--- config.mk ---
export PLATFORM = sky130hd
export DESIGN_NAME = dds_src
export DESIGN_NICKNAME = d
export VERILOG_FILES = /design/src/rtl/dds_src_pkg.sv /design/src/rtl/dds_src_tone.sv /design/src/rtl/dds_src_chan.sv /design/src/rtl/dds_src.sv
export SDC_FILE = /design/constraint.sdc
export NUM_CORES = 2
export LEC_CHECK = 0
export ABC_AREA = 1
export ABC_CLOCK_PERIOD_IN_PS = 9500
export BUFFER_PORTS_ARGS = -buffer_cell sky130_fd_sc_hd__buf_2
export CAP_MARGIN = 5
export CORE_UTILIZATION = 56
export CTS_BUF_LIST = sky130_fd_sc_hd__clkbuf_16
export CTS_CLUSTER_SIZE = 24
export DETAILED_ROUTE_END_ITERATION = 12
export GPL_TIMING_DRIVEN = 1
export PLACE_DENSITY_LB_ADDON = 0.1
export SYNTH_ARGS = -nofsm -noshare
export SYNTH_HDL_FRONTEND = slang
export SYNTH_SLANG_ARGS = --single-unit
--- constraint.sdc ---
create_clock -name clk -period 9.5 [get_ports clk]
set_clock_uncertainty 0.2 [all_clocks]
set_input_delay 0.95 -clock clk [delete_from_list [all_inputs] [get_ports clk]]
set_output_delay 0.95 -clock clk [all_outputs]
set_load 0.02 [all_outputs]
--- src/rtl/dds_src_pkg.sv ---
package dds_src_pkg;

  localparam int CFG_W   = 16;
  localparam int TONES   = 2;

  typedef enum logic [3:0] {
    SRC_TONES  = 4'd0,
    SRC_STREAM = 4'd2,
    SRC_RAMP   = 4'd11
  } src_code_e;

  typedef struct packed {
    logic [CFG_W-1:0] phase;
    logic [CFG_W-1:0] incr;
    logic [CFG_W-1:0] scale;
  } tone_cfg_t;

  // Rational sine approximation for a full-wave table of n entries.
  function automatic int sine_point(input int k, input int n, input int amp);
    longint half, kk, u, v;
    half = longint'(n / 2);
    kk   = longint'(k) % half;
    u    = kk * (half - kk);
    v    = (longint'(amp) * 16 * u) / (5 * half * half - 4 * u);
    if (longint'(k) >= half) v = -v;
    return int'(v);
  endfunction

endpackage

--- src/rtl/dds_src_tone.sv ---
module dds_src_tone
  import dds_src_pkg::*;
#(
  parameter int SAMPLE_W = 16,
  parameter int LUT_BITS = 6
) (
  input  logic                      clk,
  input  logic                      rst,
  input  logic                      run,
  input  tone_cfg_t                 cfg,
  output logic signed [SAMPLE_W+1:0] tone_out
);

  localparam int LUT_N  = 1 << LUT_BITS;
  localparam int FRAC_W = CFG_W - 2;
  localparam int PROD_W = SAMPLE_W + CFG_W;
  localparam int AMP    = (1 << (SAMPLE_W - 1)) - 1;

  logic signed [SAMPLE_W-1:0] rom [LUT_N];

  for (genvar g = 0; g < LUT_N; g++) begin : g_rom
    assign rom[g] = SAMPLE_W'(sine_point(g, LUT_N, AMP));
  end

  logic [CFG_W-1:0]            acc;
  logic [CFG_W-1:0]            pt;
  logic signed [SAMPLE_W-1:0]  lut_q;
  logic signed [PROD_W-1:0]    full;
  logic signed [PROD_W-1:0]    shifted;
  logic signed [SAMPLE_W+1:0]  mag_part;
  logic                        unused_bits;

  assign pt       = acc + cfg.phase;
  assign full     = lut_q * $signed({1'b0, cfg.scale[CFG_W-2:0]});
  assign shifted  = full >>> FRAC_W;
  assign mag_part = shifted[SAMPLE_W+1:0];
  assign unused_bits = ^{shifted[PROD_W-1:SAMPLE_W+2], pt[CFG_W-LUT_BITS-1:0]};

  always_ff @(posedge clk) begin
    if (rst || !run) begin
      acc      <= '0;
      lut_q    <= '0;
      tone_out <= '0;
    end else begin
      acc      <= acc + cfg.incr;
      lut_q    <= rom[pt[CFG_W-1 -: LUT_BITS]];
      tone_out <= cfg.scale[CFG_W-1] ? -mag_part : mag_part;
    end
  end

endmodule

--- src/rtl/dds_src_chan.sv ---
module dds_src_chan
  import dds_src_pkg::*;
#(
  parameter int SAMPLE_W = 16,
  parameter int LUT_BITS = 6
) (
  input  logic                   clk,
  input  logic                   rst,
  input  logic                   run,
  input  logic                   sync,
  input  tone_cfg_t [TONES-1:0]  cfg_sh,
  input  logic [3:0]             sel,
  input  logic [SAMPLE_W-1:0]    ext_data,
  input  logic                   ext_valid,
  output logic                   ext_ready,
  output logic [SAMPLE_W-1:0]    sample
);

  localparam int SUM_W = SAMPLE_W + 2 + $clog2(TONES);
  localparam logic signed [SUM_W-1:0] HI = SUM_W'((1 << (SAMPLE_W - 1)) - 1);
  localparam logic signed [SUM_W-1:0] LO = -HI - SUM_W'(1);

  tone_cfg_t [TONES-1:0]       act;
  logic signed [SAMPLE_W+1:0]  tv [TONES];
  logic signed [SUM_W-1:0]     acc_sum;
  logic [SAMPLE_W-1:0]         clamped;
  logic [SAMPLE_W-1:0]         ramp_q;

  always_ff @(posedge clk) begin
    if (rst)       act <= '0;
    else if (sync) act <= cfg_sh;
  end

  for (genvar t = 0; t < TONES; t++) begin : g_tone
    dds_src_tone #(.SAMPLE_W(SAMPLE_W), .LUT_BITS(LUT_BITS)) u_tone (
      .clk      (clk),
      .rst      (rst),
      .run      (run),
      .cfg      (act[t]),
      .tone_out (tv[t])
    );
  end

  always_comb begin
    acc_sum = '0;
    for (int t = 0; t < TONES; t++) acc_sum = acc_sum + SUM_W'(tv[t]);
    if (acc_sum > HI)      clamped = HI[SAMPLE_W-1:0];
    else if (acc_sum < LO) clamped = LO[SAMPLE_W-1:0];
    else                   clamped = acc_sum[SAMPLE_W-1:0];
  end

  assign ext_ready = run && (sel == SRC_STREAM);

  always_ff @(posedge clk) begin
    if (rst || !run) begin
      ramp_q <= '0;
      sample <= '0;
    end else begin
      ramp_q <= ramp_q + SAMPLE_W'(1);
      case (sel)
        SRC_TONES:  sample <= clamped;
        SRC_STREAM: if (ext_valid) sample <= ext_data;
        SRC_RAMP:   sample <= ramp_q;
        default:    sample <= '0;
      endcase
    end
  end

endmodule

--- src/rtl/dds_src.sv ---
module dds_src
  import dds_src_pkg::*;
#(
  parameter int NUM_CH   = 2,
  parameter int SAMPLE_W = 16,
  parameter int LUT_BITS = 6,
  parameter int ADDR_W   = $clog2(NUM_CH + 1) + 3
) (
  input  logic                       clk,
  input  logic                       rst,
  input  logic                       wr_en,
  input  logic [ADDR_W-1:0]          wr_addr,
  input  logic [31:0]                wr_data,
  input  logic [NUM_CH*SAMPLE_W-1:0] ext_data,
  input  logic [NUM_CH-1:0]          ext_valid,
  output logic [NUM_CH-1:0]          ext_ready,
  output logic [NUM_CH*SAMPLE_W-1:0] sample_out
);

  localparam int IDX_W  = 3;
  localparam int SLOT_W = ADDR_W - IDX_W;

  logic [SLOT_W-1:0]         slot;
  logic [IDX_W-1:0]          idx;
  logic                      ctrl_wr;
  logic                      run_q;
  logic                      sync_q;
  logic [NUM_CH-1:0][3:0]    sel_q;
  tone_cfg_t [TONES-1:0]     cfg_sh [NUM_CH];

  assign slot    = wr_addr[ADDR_W-1:IDX_W];
  assign idx     = wr_addr[IDX_W-1:0];
  assign ctrl_wr = wr_en && (slot == '0) && (idx == '0);

  always_ff @(posedge clk) begin
    if (rst) begin
      run_q  <= 1'b0;
      sync_q <= 1'b0;
      sel_q  <= '0;
      for (int c = 0; c < NUM_CH; c++) cfg_sh[c] <= '0;
    end else begin
      sync_q <= ctrl_wr && wr_data[1];
      if (ctrl_wr) run_q <= wr_data[0];
      for (int c = 0; c < NUM_CH; c++) begin
        if (wr_en && slot == SLOT_W'(c + 1)) begin
          if (!idx[2]) begin
            if (!idx[0]) begin
              cfg_sh[c][idx[1]].phase <= wr_data[31:16];
              cfg_sh[c][idx[1]].incr  <= wr_data[15:0];
            end else begin
              cfg_sh[c][idx[1]].scale <= wr_data[15:0];
            end
          end else if (idx[1:0] == 2'b00) begin
            sel_q[c] <= wr_data[3:0];
          end
        end
      end
    end
  end

  for (genvar c = 0; c < NUM_CH; c++) begin : g_ch
    dds_src_chan #(.SAMPLE_W(SAMPLE_W), .LUT_BITS(LUT_BITS)) u_chan (
      .clk       (clk),
      .rst       (rst),
      .run       (run_q),
      .sync      (sync_q),
      .cfg_sh    (cfg_sh[c]),
      .sel       (sel_q[c]),
      .ext_data  (ext_data[c*SAMPLE_W +: SAMPLE_W]),
      .ext_valid (ext_valid[c]),
      .ext_ready (ext_ready[c]),
      .sample    (sample_out[c*SAMPLE_W +: SAMPLE_W])
    );
  end

endmodule

==> flow_summary.ini <==
[critical_path]
reg2reg_to = g_ch[0].u_chan.g_tone[1].u_tone.tone_out[17]
arrival_ns = 7.56
r2r_setup_slack_ns = 2.30
critPathMaxFanout = 16
critPathCaptureType = flip-flop
crit_slowest_cell = dfxtp_1
reg2reg_from = g_ch[0].u_chan.act[49]
cp-endpoint = g_ch[0].u_chan.g_tone[1].u_tone.tone_out[17]
reg2regPathDepth = 26
slowest_delay_ns = 0.75
start_kind = flip-flop
crit_type = reg2reg
worst-endpoint-required_ns = 9.86
crit_start = g_ch[0].u_chan.act[49]

[hold_path]
hold_path.class = reg2reg
min_from = g_ch[0].u_chan.ramp_q[0]

[cts]
clock_path_buffers = 3
cts.clk_slew.worst_paths_ns = 0.06
postCtsHoldBufs = 0
clock_sinks = 658
htree_levels = 3
insertion_delay_ns = 0.69
cts_resized = 0
cts_tree = built
cts-root-buf = clkbuf_16
postCtsSetupRepairBufs = 0
cts_made_buffers = 79

[run_status]
outcome = finished with violations
violations = design-rule violations

[floorplanning]
die_h_um = 370
die_w_um = 370
dieArea_sq_um = 137000
initial_core_util = 0.566
core-area_sq_um = 134000
fp-row-count = 134
ios = 108

[timing]
grt_setup_unrepaired = false
hold_viol = 0
drv_slew = 0
post-route-period-util = 0.758
fin_crit_ns = 7.20
setup_violations = 0
slew_headroom = 0.173
tns_ns = 0
worst_pin_slew_ns = 1.24
fmax_ghz = 0.139

[logic_synthesis]
synth_area_per_cell_sq_um = 7.36
seq_area_frac_synth = 0.199
synthDistinctLibCells = 61
synth_area_sq_um = 75700
netlist_instances = 10286
synth_nets = 11848
synth_edf_count = 192
synth_ff_type = dfxtp_1
yosys_register_bits = 658
ys_warn_count = 0
async_flop_share = 0

[cells_and_area]
nNetsFinal = 11711
drive_gt1_frac = 0.0420
syn_to_final_growth_pct = 5.59
fin_util = 0.598
final_cell_mix = 2633 x nand2_1, 2274 x inv_1, 986 x fa_1
final_common_cell = nand2_1
fillCellCount = 12485

[route]
vias = 64163
firstDrtPassIters = 10
drt-total-wl_mm = 212
post_drt_wl_per_cell_um = 17.7
drtAntennaViolNets = 0
post-route-drc-count = 30
via_per_inst = 5.35
drtIter0Drc = 4852

[global_route]
antenna_found_initial = 9
grtUsageTotal = 0.317
grt_pass1_vias = 64484
grt_max_degree = 103
overflow = 0
grt_pass1_wl_mm = 343

[power_and_ir_drop]
sw_frac_of_total = 0.240
combPwrFrac = 0.023
p_switching_w = 0.00148
internal_power_w = 0.00466
power.share.sequential = 0.483
vdd_ir_drop_max_uv = 127
clockPowerShare = 0.494
cellLeakagePower_nw = 44.5
p_per_area_nw_per_um2 = 76.7

[place]
routabilityCongestion = 0.956
io_buffers = 107
dp_hpwl_mm = 168

[flow_run]
maxCapViolCount = 0
flip-flops by register name (all words and copies together) (netlist names):
| name | cells |
|---|---|
| cfg_sh | 192 |
| g_ch.u_chan.act | 192 |
| run_q | 1 |
| g_ch.u_chan.sample | 32 |
| sel_q | 8 |
| g_ch.u_chan.ramp_q | 32 |
| g_ch.u_chan.g_tone.u_tone.tone_out | 72 |
| sync_q | 1 |
| g_ch.u_chan.g_tone.u_tone.acc | 64 |
| g_ch.u_chan.g_tone.u_tone.lut_q | 64 |
area by class of cell:
cell class / instances / area, sq um / share of cell area
well taps: 1768 / 2210 / 0.0277
clock inverters: 64 / 572 / 0.00715
repair buffers: 142 / 811 / 0.0101
inverters: 2284 / 8590 / 0.107
flip-flops and latches: 658 / 15100 / 0.189
clock buffers: 81 / 2030 / 0.0254
multi-input cells: 6984 / 50600 / 0.633
diodes: 9 / 22.5 / 0.000282
worst max-delay path: cells and delay by family (launching register included):
kind                       cells  cell delay (ns)
buffers and inverters          5             0.44
and+or+nand+nor               14             2.05
adders and majority gates      7             3.62
DFF                            1             0.75
power by group through the flow:
stage                     Clock [W]  Sequential [W]  Combinational, W
after floorplan                   0         0.00301         0.0000698
after global placement            0         0.00302          0.000138
after detailed placement          0         0.00302          0.000138
after CTS                   0.00308         0.00296          0.000139
after global routing        0.00319         0.00297          0.000151
final                       0.00303         0.00296          0.000143
logic make-up (layout without fill, tap and decap cells):
group           after synthesis  in the layout  share of synthesized area
fa+ha+maj                  1488           1488                      0.344
flops                       658            658                      0.199
xor+xnor                    106            106                     0.0139
other cells                   0              9                          0
simple gates               4274           4274                      0.230
compound gates             1116           1116                     0.0797
buf+inv                    2644           2571                      0.133
routing by layer:
| layer | up-vias | track usage | part of all wire |
|---|---|---|---|
| met1 | 30901 | 0.417 | 0.42 |
| met5 | - | 0 | 0.00014 |
| met2 | 2083 | 0.529 | 0.47 |
| met4 | 6 | 0.106 | 0.034 |
| li1 | 30797 | - | - |
| met3 | 376 | 0.0525 | 0.075 |
synth_stat cells, types with 14 or more instances:
library cell | n | share of area
nand4_1 | 65 | 0.0054
nor3_1 | 76 | 0.0050
o21a_1 | 26 | 0.0026
o211ai_1 | 29 | 0.0029
clkbuf_1 | 285 | 0.014
fa_1 | 986 | 0.26
nand3_2 | 14 | 0.0019
dfxtp_1 | 466 | 0.12
xor2_1 | 47 | 0.0054
ha_1 | 502 | 0.083
inv_2 | 18 | 0.00089
a21oi_1 | 456 | 0.030
nor2_1 | 905 | 0.045
nand2_1 | 2633 | 0.13
buf_2 | 52 | 0.0034
a31oi_1 | 16 | 0.0013
o21ai_0 | 456 | 0.030
xnor2_1 | 48 | 0.0056
o21bai_1 | 30 | 0.0030
o21ai_1 | 30 | 0.0020
nand3_1 | 441 | 0.029
a21o_1 | 15 | 0.0015
buf_4 | 16 | 0.0016
inv_1 | 2264 | 0.11
edfxtp_1 | 192 | 0.076
nand3b_1 | 15 | 0.0015
nand2_2 | 55 | 0.0045
worst min path at each step:
stage                                     endpoint  slack (ns)  cells past startpoint
final                     g_ch[0].u_chan.ramp_q[0]        0.25                      1
after global routing      g_ch[0].u_chan.ramp_q[5]        0.26                      1
after detailed placement  g_ch[0].u_chan.ramp_q[0]        0.24                      1
after global placement    g_ch[0].u_chan.ramp_q[0]        0.23                      1
after CTS                 g_ch[0].u_chan.ramp_q[0]        0.25                      1
after floorplan           g_ch[0].u_chan.ramp_q[0]        0.22                      1
through the flow:
step           area (sq um)  std cells  hold slack (ns)  setup slack, ns  total power, W
3_3_place_gp          77300      11836            0.229             2.36         0.00316
2_1_floorplan         75700      10286            0.217             3.25         0.00308
6_report              80000      11990            0.249             2.30         0.00614
4_1_cts               79900      11981            0.249             2.34         0.00618
3_5_place_dp          77300      11836            0.242             2.39         0.00316
5_1_grt               79900      11982            0.263             1.80         0.00631
No activity file was read; power rests on OpenSTA's default activity.
